`src/rtl/dpc_pkg.sv`:
```
package dpc_pkg;

  typedef enum logic [1:0] {
    ST_IDLE = 2'd0,
    ST_RUN  = 2'd1,
    ST_FIN  = 2'd2
  } dpc_state_e;

  localparam int unsigned NIB_W = 4;

  // ten to the power n, evaluated at elaboration for limits and widths
  function automatic logic [63:0] pow10(input int unsigned n);
    logic [63:0] p;
    p = 64'd1;
    for (int i = 0; i < 64; i++) begin
      if (i < n) p = p * 64'd10;
    end
    return p;
  endfunction

  // true when every digit nibble of an 80-bit packed word is 0..9 and the pad is clear
  function automatic logic packed_ok(input logic [79:0] r);
    logic ok;
    ok = (r[78:72] == 7'd0);
    for (int i = 0; i < 18; i++) begin
      if (r[i*4 +: 4] > 4'd9) ok = 1'b0;
    end
    return ok;
  endfunction

endpackage

```
`src/rtl/dpc_front.sv`:
```
module dpc_front #(
  parameter int unsigned W      = 64,
  parameter int unsigned DIGITS = 18,
  parameter int unsigned MAG_W  = 60
) (
  input  logic [W-1:0]     value_i,
  output logic             neg_o,
  output logic [MAG_W-1:0] mag_o,
  output logic             over_o
);
  import dpc_pkg::*;

  localparam logic [W-1:0] LIMIT  = W'(pow10(DIGITS) - 64'd1);
  localparam logic [W-1:0] MINNEG = {1'b1, {(W-1){1'b0}}};

  logic [W-1:0] abs_v;
  logic         is_min;
  logic         too_big;

  assign neg_o   = value_i[W-1];
  assign is_min  = (value_i == MINNEG);
  assign abs_v   = value_i[W-1] ? (~value_i + W'(1)) : value_i;
  assign too_big = (abs_v > LIMIT);
  assign over_o  = is_min | too_big;
  // out-of-range magnitudes are zeroed so the digit engine never overflows
  assign mag_o   = over_o ? '0 : abs_v[MAG_W-1:0];

endmodule

```
`src/rtl/dpc_digit_adj.sv`:
```
module dpc_digit_adj (
  input  logic [3:0] d_i,
  output logic [3:0] d_o
);
  always_comb begin
    if (d_i >= 4'd5) d_o = d_i + 4'd3;
    else             d_o = d_i;
  end
endmodule

```
`src/rtl/dpc_dabble.sv`:
```
module dpc_dabble #(
  parameter int unsigned MAG_W  = 60,
  parameter int unsigned DIGITS = 18
) (
  input  logic                  clk,
  input  logic                  rst,
  input  logic                  load_i,
  input  logic                  shift_i,
  input  logic [MAG_W-1:0]      mag_i,
  output logic [4*DIGITS-1:0]   digits_o
);
  localparam int unsigned BCD_W = 4 * DIGITS;

  logic [MAG_W-1:0] src_q;
  logic [BCD_W-1:0] bcd_q;
  logic [BCD_W-1:0] adj;

  for (genvar g = 0; g < DIGITS; g++) begin : g_adj
    dpc_digit_adj u_adj (
      .d_i (bcd_q[g*4 +: 4]),
      .d_o (adj[g*4 +: 4])
    );
  end

  always_ff @(posedge clk) begin
    if (rst) begin
      src_q <= '0;
      bcd_q <= '0;
    end else if (load_i) begin
      src_q <= mag_i;
      bcd_q <= '0;
    end else if (shift_i) begin
      src_q <= {src_q[MAG_W-2:0], 1'b0};
      bcd_q <= {adj[BCD_W-2:0], src_q[MAG_W-1]};
    end
  end

  assign digits_o = bcd_q;

  // an in-range magnitude never carries out of the top digit
  no_carry_chk: assert property (@(posedge clk) disable iff (rst)
    shift_i |-> (adj[BCD_W-1] == 1'b0));

endmodule

```
`src/rtl/dpc_pack.sv`:
```
module dpc_pack #(
  parameter int unsigned DIGITS = 18
) (
  input  logic [4*DIGITS-1:0] digits_i,
  input  logic                neg_i,
  input  logic                bad_i,
  output logic [79:0]         res_o
);
  localparam int unsigned LO_DIG = 16;
  localparam int unsigned HI_DIG = DIGITS - LO_DIG;
  localparam int unsigned PAD_W  = 15 - 4 * HI_DIG;
  localparam logic [79:0] INDEF  = {16'hFFFF, 64'hC000_0000_0000_0000};

  logic [15:0] hi_word;
  logic [63:0] lo_word;

  assign lo_word = digits_i[4*LO_DIG-1:0];
  assign hi_word = {neg_i, {PAD_W{1'b0}}, digits_i[4*DIGITS-1:4*LO_DIG]};
  assign res_o   = bad_i ? INDEF : {hi_word, lo_word};

endmodule

```
`src/rtl/dec_pack_conv.sv`:
```
module dec_pack_conv #(
  parameter int unsigned W      = 64,
  parameter int unsigned DIGITS = 18,
  localparam int unsigned RES_W = 80
) (
  input  logic             clk,
  input  logic             rst,
  input  logic             start_i,
  input  logic [W-1:0]     value_i,
  input  logic             ext_invalid_i,
  output logic [RES_W-1:0] result_o,
  output logic             invalid_o,
  output logic             done_o
);
  import dpc_pkg::*;

  localparam int unsigned MAG_W = $clog2(pow10(DIGITS));
  localparam int unsigned CNT_W = $clog2(MAG_W);
  localparam logic [RES_W-1:0] INDEF = {16'hFFFF, 64'hC000_0000_0000_0000};

  dpc_state_e state_q;
  logic [CNT_W-1:0] cnt_q;
  logic sign_q, bad_q;

  logic             f_neg, f_over;
  logic [MAG_W-1:0] f_mag;
  logic [4*DIGITS-1:0] digits;
  logic [RES_W-1:0] packed_w;
  logic load, shift;

  dpc_front #(.W(W), .DIGITS(DIGITS), .MAG_W(MAG_W)) u_front (
    .value_i (value_i),
    .neg_o   (f_neg),
    .mag_o   (f_mag),
    .over_o  (f_over)
  );

  assign load  = (state_q == ST_IDLE) && start_i;
  assign shift = (state_q == ST_RUN);

  dpc_dabble #(.MAG_W(MAG_W), .DIGITS(DIGITS)) u_dabble (
    .clk      (clk),
    .rst      (rst),
    .load_i   (load),
    .shift_i  (shift),
    .mag_i    (f_mag),
    .digits_o (digits)
  );

  dpc_pack #(.DIGITS(DIGITS)) u_pack (
    .digits_i (digits),
    .neg_i    (sign_q),
    .bad_i    (bad_q),
    .res_o    (packed_w)
  );

  always_ff @(posedge clk) begin
    if (rst) begin
      state_q   <= ST_IDLE;
      cnt_q     <= '0;
      sign_q    <= 1'b0;
      bad_q     <= 1'b0;
      result_o  <= '0;
      invalid_o <= 1'b0;
      done_o    <= 1'b0;
    end else begin
      done_o <= 1'b0;
      case (state_q)
        ST_IDLE: begin
          if (start_i) begin
            sign_q  <= f_neg;
            bad_q   <= f_over | ext_invalid_i;
            cnt_q   <= '0;
            state_q <= ST_RUN;
          end
        end
        ST_RUN: begin
          if (cnt_q == CNT_W'(MAG_W - 1)) state_q <= ST_FIN;
          else                            cnt_q   <= cnt_q + CNT_W'(1);
        end
        ST_FIN: begin
          result_o  <= packed_w;
          invalid_o <= bad_q;
          done_o    <= 1'b1;
          state_q   <= ST_IDLE;
        end
        default: state_q <= ST_IDLE;
      endcase
    end
  end


  done_pulse_chk: assert property (@(posedge clk) disable iff (rst)
    done_o |=> !done_o);


  indef_word_chk: assert property (@(posedge clk) disable iff (rst)
    invalid_o |-> (result_o == INDEF));


  valid_fmt_chk: assert property (@(posedge clk) disable iff (rst)
    (done_o && !invalid_o) |-> packed_ok(result_o));


  hold_out_chk: assert property (@(posedge clk) disable iff (rst)
    !done_o |-> ($stable(result_o) && $stable(invalid_o)));


  busy_start_chk: assert property (@(posedge clk) disable iff (rst)
    (state_q == ST_RUN && start_i) |=> (state_q != ST_IDLE));

endmodule

```
`config.mk`:
```
export PLATFORM = sky130hd
export DESIGN_NAME = dec_pack_conv
export DESIGN_NICKNAME = d
export VERILOG_FILES = /design/src/rtl/dpc_pkg.sv /design/src/rtl/dpc_front.sv /design/src/rtl/dpc_digit_adj.sv /design/src/rtl/dpc_dabble.sv /design/src/rtl/dpc_pack.sv /design/src/rtl/dec_pack_conv.sv
export SDC_FILE = /design/constraint.sdc
export NUM_CORES = 1
export LEC_CHECK = 0
export ABC_AREA = 1
export CAP_MARGIN = 20
export CELL_PAD_IN_SITES_DETAIL_PLACEMENT = 0
export CELL_PAD_IN_SITES_GLOBAL_PLACEMENT = 1
export CORE_ASPECT_RATIO = 1.2
export CORE_MARGIN = 2
export CORE_UTILIZATION = 50
export CTS_BUF_LIST = sky130_fd_sc_hd__clkbuf_4 sky130_fd_sc_hd__clkbuf_8 sky130_fd_sc_hd__clkbuf_16
export CTS_CLUSTER_SIZE = 30
export DETAILED_ROUTE_END_ITERATION = 8
export DONT_BUFFER_PORTS = 1
export GPL_ROUTABILITY_DRIVEN = 0
export PLACE_DENSITY = 0.95
export REMOVE_ABC_BUFFERS = 1
export SKIP_LAST_GASP = 1
export SYNTH_ARGS = -nofsm -noshare
export SYNTH_HDL_FRONTEND = slang
export SYNTH_SLANG_ARGS = --single-unit
```
`constraint.sdc`:
```
create_clock -name clk -period 5.6 [get_ports clk]
set_input_delay 0.28 -clock clk [delete_from_list [all_inputs] [get_ports clk]]
set_output_delay 0.28 -clock clk [all_outputs]
set_load 0.01 [all_outputs]
```
Word-level counts from Yosys, hierarchy flattened

Index checks and enable logic that the tools add are counted.

Memory bits (writable): 0
Memories: 0
Bits in registers: 224
Input bits: 68
Bits in read-only memories: 0
Latch bits: 0
Logic and storage cells: 96
Output and inout port bits: 82

Add/sub/neg operators: 20
Eq/ne operators: 7
Shift operators: 0
$lt $le $gt $ge: 19
Bitwise logic cells: 3
Multiplexer cells: 30
Multiply operators: 0
Divide/modulo/power cells: 0
Reduce and logical (&&, ||, !) cells: 8

Operator list:

| kind                    | number |
|---|---|
| $mux W60                | 3 |
| $mux W80                | 1 |
| $ge A4 B3 Y1 const B    | 18 |
| $add A4 B2 Y4 const B   | 17 |
| $mux W4                 | 17 |
| $add A64 B1 Y64 const B | 1 |
| $eq A64 B64 Y1 const B  | 1 |
| $gt A64 B60 Y1 const B  | 1 |
| $mux W64                | 1 |
| $not A64 Y64            | 1 |
| $mux W6                 | 2 |
| $pmux W6 S2             | 1 |
| $add A6 B1 Y6 const B   | 1 |
| $eq A6 B6 Y1 const B    | 1 |
| $mux W2                 | 2 |
| $ne A2 B2 Y1 const B    | 2 |
| $pmux W2 S2             | 1 |
| $reduce_and A2 Y1       | 2 |
| $reduce_bool A2 Y1      | 2 |
| $add A3 B2 Y3 const B   | 1 |
| $mux W3                 | 1 |
| $reduce_and A3 Y1       | 1 |
| $eq A2 B1 Y1 const B    | 1 |
| $eq A2 B2 Y1 const B    | 1 |
| other kinds (6)         | 7 |

Logic depth before layout (Yosys ltp)

Gate-level depths: netlist of the first run.

Depth in word-level cells: 7
Gate-level depth with buffers: 20
Mapped depth without buffers: 20

Hierarchy

Synthesis of the first run repeated with hierarchy kept, for this count alone.

Cells, all modules: 2,506
Area total of the unflattened synthesis: 15,089.5 sq um

Modules (own cells, without submodules):

| module        | area each (sq um) | cells an instance | times used | seq. area each (sq um) |
|---|---|---|---|---|
| dpc_dabble    | 5,535.3           | 824               | 1          | 2,642.5 |
| dec_pack_conv | 3,310.7           | 425               | 1          | 1,841.8 |
| dpc_front     | 3,116.7           | 681               | 1          | 0.0 |
| dpc_digit_adj | 135.1             | 23                | 18         | 0.0 |
| dpc_pack      | 694.4             | 162               | 1          | 0.0 |

Least setup slack after synthesis of the first run

Ideal clock, no wire load.

Path type: input port to flip-flop
Start: input port value_i[0]
End: register u_dabble.src_q[0]
Setup time: 0.131 ns
Data arrival time: 2.069 ns
Path slack: 3.400 ns
Cell stages on the path: 16
Path buffers: 1
Cell sequence: inv_1 -> ha_1 -> nand2_2 -> nor2_4 -> nand2_2 -> o21ai_2 -> nand4_1 -> nand2_1 -> nand2_1 -> nor2_1 -> nand2_1 -> nor2_1 -> nand3_4 -> buf_6 -> nand3_2 -> a21oi_2

Longest elaborated chain between the ends: 7
Elaborated cells between the ends (all ways): 8

RTL lines:

| item                   | line               | source |
|---|---|---|
| start: declaration     | dec_pack_conv.sv:9 | `input logic [W-1:0] value_i,` |
| $not A64 Y64           | dpc_front.sv:22    | `assign abs_v = value_i[W-1] ? (~value_i + W'(1)) : value_i;` |
| $add A64 B1 Y64        | dpc_front.sv:22    |  |
| $mux W64               | dpc_front.sv:22    |  |
| $gt A64 B60 Y1         | dpc_front.sv:23    | `assign too_big = (abs_v > LIMIT);` |
| $or A1 B1 Y1           | dpc_front.sv:24    | `assign over_o = is_min \| too_big;` |
| $mux W60 *             | dpc_front.sv:26    | `assign mag_o = over_o ? '0 : abs_v[MAG_W-1:0];` |
| $mux W60 *             | dpc_dabble.sv:29   | `end else if (load_i) begin` |
| end signal: assignment | dpc_dabble.sv:30   | `src_q <= mag_i;` |
| end signal: assignment | dpc_dabble.sv:33   | `src_q <= {src_q[MAG_W-2:0], 1'b0};` |
| end: declaration       | dpc_dabble.sv:14   | `logic [MAG_W-1:0] src_q;` |

Mark *: on every way between the ends. The rest lies on a longest branch, timed or not.
A chain may end at the register's enable or synchronous reset.

Final worst setup path of the first run

Start: register state_q[0]
End: register u_dabble.src_q[41]

Longest elaborated chain between the ends: 3
Elaborated cells between the ends (all ways): 5

RTL lines:

| item                                           | line                | source |
|---|---|---|
| start: declaration                             | dec_pack_conv.sv:21 | `dpc_state_e state_q;` |
| start signal: assignment                       | dec_pack_conv.sv:59 | `state_q <= ST_IDLE;` |
| start signal: assignment                       | dec_pack_conv.sv:74 | `state_q <= ST_RUN;` |
| start signal: assignment                       | dec_pack_conv.sv:78 | `if (cnt_q == CNT_W'(MAG_W - 1)) state_q <= ST_FIN;` |
| $logic_not A2 Y1                               | dec_pack_conv.sv:38 | `assign load = (state_q == ST_IDLE) && start_i;` |
| $logic_and A1 B1 Y1                            | dec_pack_conv.sv:38 |  |
| $mux W60 or $reduce_bool A2 Y1 (tied branches) | -                   |  |

Parallel ways exist; a longest one is shown, timed or not.

==> metrics.md, run 1 <==
| Metric | Value |
|---|---|
| Status | completed |
| Clock Latency Late Sink | 0.50 ns |
| Synth async-reset ratio | 0% |
| Period utilization | 60.3% |
| Avg Inst Size Synth | 6.82 µm² |
| Pwr per Cell Area | 256 nW/µm² |
| Clk root buf | clkbuf_16 |
| Worst-Margin Slew | 1.16 ns |
| Pwr Total | 3.60 mW |
| Drt drc | 0 |
| Die width | 153 µm |
| CP endpoint kind | flip-flop |
| Synth area leaders | dfxtp_1 (33%), nand2_1 (14%), a21oi_1 (8.8%) |
| First-pass GRT wire length | 56,200 µm |
| Largest net degree at the start of global routing | 80 |
| Final ANT Viol Nets | 0 |
| Max_cap viols | 0 |
| Final Hold Fails | 0 |
| DR pass1 iterations | 5 |
| Initial antenna violation count | 0 |
| Hold WS | 0.0835 ns |
| Clock transition at the registers of the reported paths | 0.07 ns |
| Die area | 28,000 µm² |
| Post-synth EDFFs | 0 |
| Port Buf Inserts | 0 |
| CP endpoint | u_dabble.src_q[41] |
| Routed via count | 12.3k |
| Main flop type after synthesis | dfxtp_1 |
| Crit path arrival time | 3.75 ns |
| Number of global-route vias before repair | 11.4k |
| Worst slew margin | 22.9% |
| TritonCTS Buffers | 21 |
| Reg area | 4350 µm² |
| Synthesis Warnings | 0 |
| Hold Path Origin | value_i[6] |
| CP Launch Type | flip-flop |
| Total negative slack | 0 ns |
| Vias per cell | 5.50 |
| Commonest non-fill, non-tap cells in the layout | nand2_1 (491), a21oi_1 (235), dfxtp_1 (216) |
| Iter 0 DRT Violations | 688 |
| Core box area | 26,300 µm² |
| Met2 wire length | 16,100 µm |
| Crit path from | state_q[0] |
| Final global-route overflow total | 0 |
| Starting Density | 50.8% |
| Die Y | 183 µm |
| Htree depth | 1 |
| Count of final setup violators | 0 |
| WS Path Type | flip-flop to flip-flop |
| Final core occ | 53.6% |
| P_leak | 5.24 nW |
| Share of cells above drive strength 1 | 12.3% |
| Most common cell after layout, fill and taps aside | nand2_1 |
| Routed met1 length | 14,900 µm |
| RSZ-0062 raised after global routing | false |
| Slew Limit Fails | 0 |
| # fillers | 2,656 |
| Row count | 65 |
| Post-Syn Area | 13,300 µm² |
| Cells after Synth | 1,954 |
| FF+latch count, synth | 217 |
| Min cycle time layout | 3.38 ns |
| Top sig layer | met4 |
| Setup bufs post-CTS | 0 |
| WL final | 34,100 µm |
| Top-area cell type share of the netlist area | 32.6% |
| Diodes inserted | 0 |
| I/O pin count | 150 |
| Worst R2R Setup Slack | 2.22 ns |
| CP max FO | 60 |
| Multi-input gate area | 7770 µm² |
| Total GRT Usage | 23.6% |
| Nets | 1,989 |
| WL per Instance | 15.3 µm |
| Setup Skew | 0.0114 ns |
| Required time of the critical path | 5.98 ns |
| Reg-to-reg critical path endpoint | u_dabble.src_q[41] |
| Area growth syn-to-layout | 5.54% |
| Maximum VDD drop | 0.164 mV |
| Hold path depth | 4 |
| Seq/Total Area, Yosys | 32.6% |
| Distinct cells, synth | 38 |
| Clk sink count | 217 |
| Critical R2R Launch | state_q[0] |
| Hold Crit Class | primary input to flip-flop |
| WL met3 | 2210 µm |
| Clock buffer depth | 3 |
| CTS tree | done |
| Fmax | 296 MHz |
| Reg2reg path depth | 9 |
| Post-DP HPWL | 23,500 µm |
| Area leader, netlist | dfxtp_1 |
==> what timing repair did <==
item                                    in CTS  in global routing
gates resized for setup                      0                  0
hold buffers                                 2                  0
hold endpoints to repair                    79                  0
endpoints found under the setup margin       0                  0
==> worst max-delay path, cell delays in order (launching register included) <==
cell     delay (ns)
dfxtp_2        1.10
inv_1          0.25
nand3_2        0.13
inv_1          0.11
nor2_4         0.09
buf_4          0.51
inv_1          0.33
buf_4          0.35
o21ai_0        0.31
a21oi_2        0.06
==> stage by stage <==
stage                     cell area (µm²)  setup slack, ns  std cells
after floorplan                     12800            -1.16       1848
after global placement              13300             2.32       2192
after detailed placement            13300             2.23       2192
after CTS                           14000             2.24       2231
after global routing                14100             2.01       2232
final                               14100             2.22       2232
==> sequential cells by signal, indices dropped and copies added (netlist names) <==
signal and count:
cnt_q 6, u_dabble.digits_o 72, u_dabble.src_q 60, result_o 74, bad_q 1, sign_q 1
state_q 2, done_o 1
==> worst min-delay path by stage <==
stage	end
3_3_place_gp	result_o[59]
3_5_place_dp	result_o[60]
6_report	u_dabble.src_q[6]
4_1_cts	u_dabble.src_q[6]
2_1_floorplan	u_dabble.src_q[0]
5_1_grt	u_dabble.src_q[3]
==> report_power, final <==
part           switching, mW  internal (mW)
logic                  0.314          0.146
clock network          0.591          0.902
registers             0.0496           1.60
total                  0.955           2.65
==> cell type report <==
| class | count | area share, % |
|---|---|---|
| Sequential cell | 217 | 30.9 |
| Clock inverter | 9 | 0.872 |
| Inverter | 179 | 4.78 |
| Tap cell | 335 | 2.98 |
| Timing Repair Buffer | 12 | 0.943 |
| Clock buffer | 28 | 4.33 |
| Multi-Input combinational cell | 1452 | 55.2 |
==> synthesized netlist by cell type (all sizes together), types with 2 or more instances <==
cell and count:
nand2 505, a21oi 296, dfxtp 217, nor2 207
inv 179, o21ai 144, nand3 119, clkbuf 76
ha 38, o211ai 38, buf 30, xor2 29
xnor2 19, nand4 16, nand3b 14, nor3 10
or2 9, and2 3, a211oi 2
==> kinds of logic after synthesis <==
logic type      share of synthesized area, %
flops                                   32.6
xor+xnor                                3.15
simple gates                            30.6
compound gates                          20.8
buf+inv                                 9.37
fa+ha+maj                               3.57
==> metal layers <==
metal | vias up | GRT usage [%]
met3 | 59 | 4.21
li1 | 6232 | -
met4 | 0 | 6.74
met2 | 335 | 40.5
met5 | - | 0
met1 | 5652 | 30.5
(Power assumes the default switching activity.)
==> run 2: changes to the inputs <==
--- a/config.mk
+++ b/config.mk
@@ -11,13 +11,13 @@
 export CELL_PAD_IN_SITES_GLOBAL_PLACEMENT = 1
 export CORE_ASPECT_RATIO = 1.2
 export CORE_MARGIN = 2
-export CORE_UTILIZATION = 50
+export CORE_UTILIZATION = 42
 export CTS_BUF_LIST = sky130_fd_sc_hd__clkbuf_4 sky130_fd_sc_hd__clkbuf_8 sky130_fd_sc_hd__clkbuf_16
 export CTS_CLUSTER_SIZE = 30
 export DETAILED_ROUTE_END_ITERATION = 8
 export DONT_BUFFER_PORTS = 1
 export GPL_ROUTABILITY_DRIVEN = 0
-export PLACE_DENSITY = 0.95
+export PLACE_DENSITY = 0.87
 export REMOVE_ABC_BUFFERS = 1
 export SKIP_LAST_GASP = 1
 export SYNTH_ARGS = -nofsm -noshare
==> constraint.sdc (replaced) <==
create_clock -name clk -period 2.95 [get_ports clk]
set_input_delay 0.1475 -clock clk [delete_from_list [all_inputs] [get_ports clk]]
set_output_delay 0.1475 -clock clk [all_outputs]
set_load 0.01 [all_outputs]
==> run 2 against run 1 <==
- non-clock buffer count increased by 52
- core utilization decreased by 6.4 points
- clock skew increased by 0.0081 ns
- global-route usage decreased by 2.3 points
- critical path depth increased by 9
- sequential cell count unchanged
- cell count increased by 5.3%
- register-to-register slack got worse by 1.5 ns
- clock power increased by 110%
- worst hold slack got worse by 0.066 ns
- final area increased by 4.9%
- via count increased by 1.9%
- critical endpoint is now u_dabble.src_q[0]
- largest power group is now clock
- highest routed layer unchanged
==> metrics.md, run 2 (synthesis gave the netlist of run 1 again) <==
| Metric | Value |
|---|---|
| Iter 0 DRT Violations | 793 |
| Max_cap viols | 0 |
| Comb pwr share | 13.4% |
| CTS tree | done |
| Nets | 2,042 |
| CP Launch Type | primary input |
| P_leak | 5.51 nW |
| Die Y | 199 µm |
| Total GRT Usage | 21.3% |
| Period utilization | 91.2% |
| WL per Instance | 15.2 µm |
| Post-place setup slack | 0.268 ns |
| Clock Power Share | 43.5% |
| Sw frac | 25.9% |
| Final global-route overflow total | 0 |
| Vias per cell | 5.32 |
| Int Power | 5.35 mW |
| GR Util met2 | 36.2% |
| Worst-Margin Slew | 0.942 ns |
| First-pass GRT wire length | 59,600 µm |
| Clock Latency Late Sink | 0.51 ns |
| Setup bufs post-CTS | 0 |
| CP Buf/Inv Count | 3 |
| Pwr per Cell Area | 489 nW/µm² |
| WL final | 35,700 µm |
| Post-DP HPWL | 24,700 µm |
| Total negative slack | 0 ns |
| DR pass1 iterations | 5 |
| Share of cells above drive strength 1 | 12.5% |
| Slew Limit Fails | 0 |
| Non-filler instance count after layout | 2,351 |
| Final Hold Fails | 0 |
| Largest net degree at the start of global routing | 79 |
| Number of global-route vias before repair | 11.8k |
| Setup Skew | 0.0194 ns |
| Drt drc | 0 |
| Area growth syn-to-layout | 10.7% |
| Post-Place Cell Area | 13,500 µm² |
| Global-route track usage on met3 | 3.84% |
| Reg area | 4350 µm² |
| Placed cells | 2,269 |
| Global Route met1 Usage | 27.9% |
| Max stage delay on crit path | 0.55 ns |
| Number of flip-flops in the largest register | 74 |
| CP max FO | 28 |
| Initial antenna violation count | 0 |
| PostCTS Resize Cnt | 0 |
| Final ANT Viol Nets | 0 |
| Count of final setup violators | 0 |
| Die area | 33,200 µm² |
| Setup WS post-layout | 0.258 ns |
| Commonest non-fill, non-tap cells in the layout | nand2_1 (491), a21oi_1 (235), dfxtp_1 (216) |
| Clock transition at the registers of the reported paths | 0.06 ns |
| WS Path Type | primary input to flip-flop |
| Most common cell after layout, fill and taps aside | nand2_1 |
| Crit path cell chain | inv_1 -> ha_1 -> nand2_2 -> nor2_2 -> nand2_2 -> o21ai_4 -> nand3_2 -> nand2_1 -> nand2_2 -> nor2_4 -> nand3_1 -> nor2_1 -> nand3_2 -> nand2_8 -> buf_12 -> nand3_2 -> a21oi_2 -> dlygate4sd3_1 |
| Clk root buf | clkbuf_16 |
| Flop pwr share | 43.2% |
| Fmax | 372 MHz |
| Routed via count | 12.5k |
| Maximum VDD drop | 0.517 mV |
| I/O pin count | 150 |
| Clk sink count | 217 |
| Htree depth | 1 |
| Status | completed |
| Core box area | 31,300 µm² |
| Starting Density | 42.6% |
| Post-route design area | 14,800 µm² |
| Port Buf Inserts | 0 |
| TritonCTS Buffers | 22 |
| CP max-delay cell | dlygate4sd3_1 |
| Die width | 167 µm |
| Row count | 71 |
| Cts hold-fix bufs | 44 |
| Diodes inserted | 0 |
| Pwr Total | 7.22 mW |
| CP endpoint kind | flip-flop |
| CP delay by family, top | simple AND/OR/NAND/NOR gates |
| Hold Crit Class | primary input to flip-flop |
| Biggest register | result_o |
| Multi-input gate area | 7770 µm² |
| Worst slew margin | 37.1% |
| Gr busiest metal | met2 |
| Clock buffer depth | 3 |
| Required time of the critical path | 3.40 ns |
| RSZ-0062 raised after global routing | false |
| Min cycle time layout | 2.69 ns |
| NetSw | 1.87 mW |
| # fillers | 3,225 |
| Crit path arrival time | 3.14 ns |
[run 2: cell count changes in the layout (fill, tap and decap cells not counted)]
cell and change:
buf_12 +3, buf_16 -1, buf_4 +8, bufinv_16 +2, clkbuf_16 +2, clkbuf_8 -1, clkinv_2 -4, clkinvlp_4 +1
dlygate4sd3_1 +42, inv_6 +1
[run 2: area by class of cell]
type / instances / area share [%]
Clock inverter: 9 / 1.21
Timing Repair Buffer: 64 / 4.37
Inverter: 179 / 4.55
Sequential cell: 217 / 29.4
Multi-Input combinational cell: 1452 / 52.6
Tap cell: 401 / 3.40
Clock buffer: 29 / 4.37
[run 2: path summary, 6_finish.rpt]
check / start / end / slack (ns) / cells after the start
worst max-delay path: value_i[0] / u_dabble.src_q[0] / 0.26 / 18
worst min register to register: cnt_q[3] / cnt_q[4] / 0.48 / 2
worst min-delay path: value_i[50] / u_dabble.src_q[50] / 0.02 / 5
worst max register to register: state_q[1] / u_dabble.src_q[0] / 0.74 / 8
[run 2: worst register-to-register path: stages, from the launching register on]
cell and delay, ns:
dfxtp_1 0.37, inv_1 0.09, nand3_2 0.09, inv_1 0.11
nor2_4 0.10, buf_4 0.51, nand2_1 0.20, a21oi_2 0.16
dlygate4sd3_1 0.55
[run 2: metrics by stage]
step / utilization, % / hold slack (ns)
2_1_floorplan: - / 0.210
3_3_place_gp: 43.1 / 0.224
3_5_place_dp: 43.1 / 0.226
4_1_cts: 47.2 / 0.000423
5_1_grt: 47.2 / 0.0157
6_report: 47.2 / 0.0178
[run 2: metal layers]
layer	vias to the layer above	part of all wire, %
met1	5758	44
met2	364	47
met5	-	0
li1	6341	-
met3	54	6.6
met4	0	2.4
[run 2: power by group through the flow]
stage          combinational [mW]  sequential [mW]  clock [mW]
2_1_floorplan               0.667             3.17           0
3_3_place_gp                0.874             3.18           0
3_5_place_dp                0.886             3.18           0
4_1_cts                     0.965             3.11        3.23
5_1_grt                      1.08             3.13        3.34
6_report                    0.964             3.12        3.14
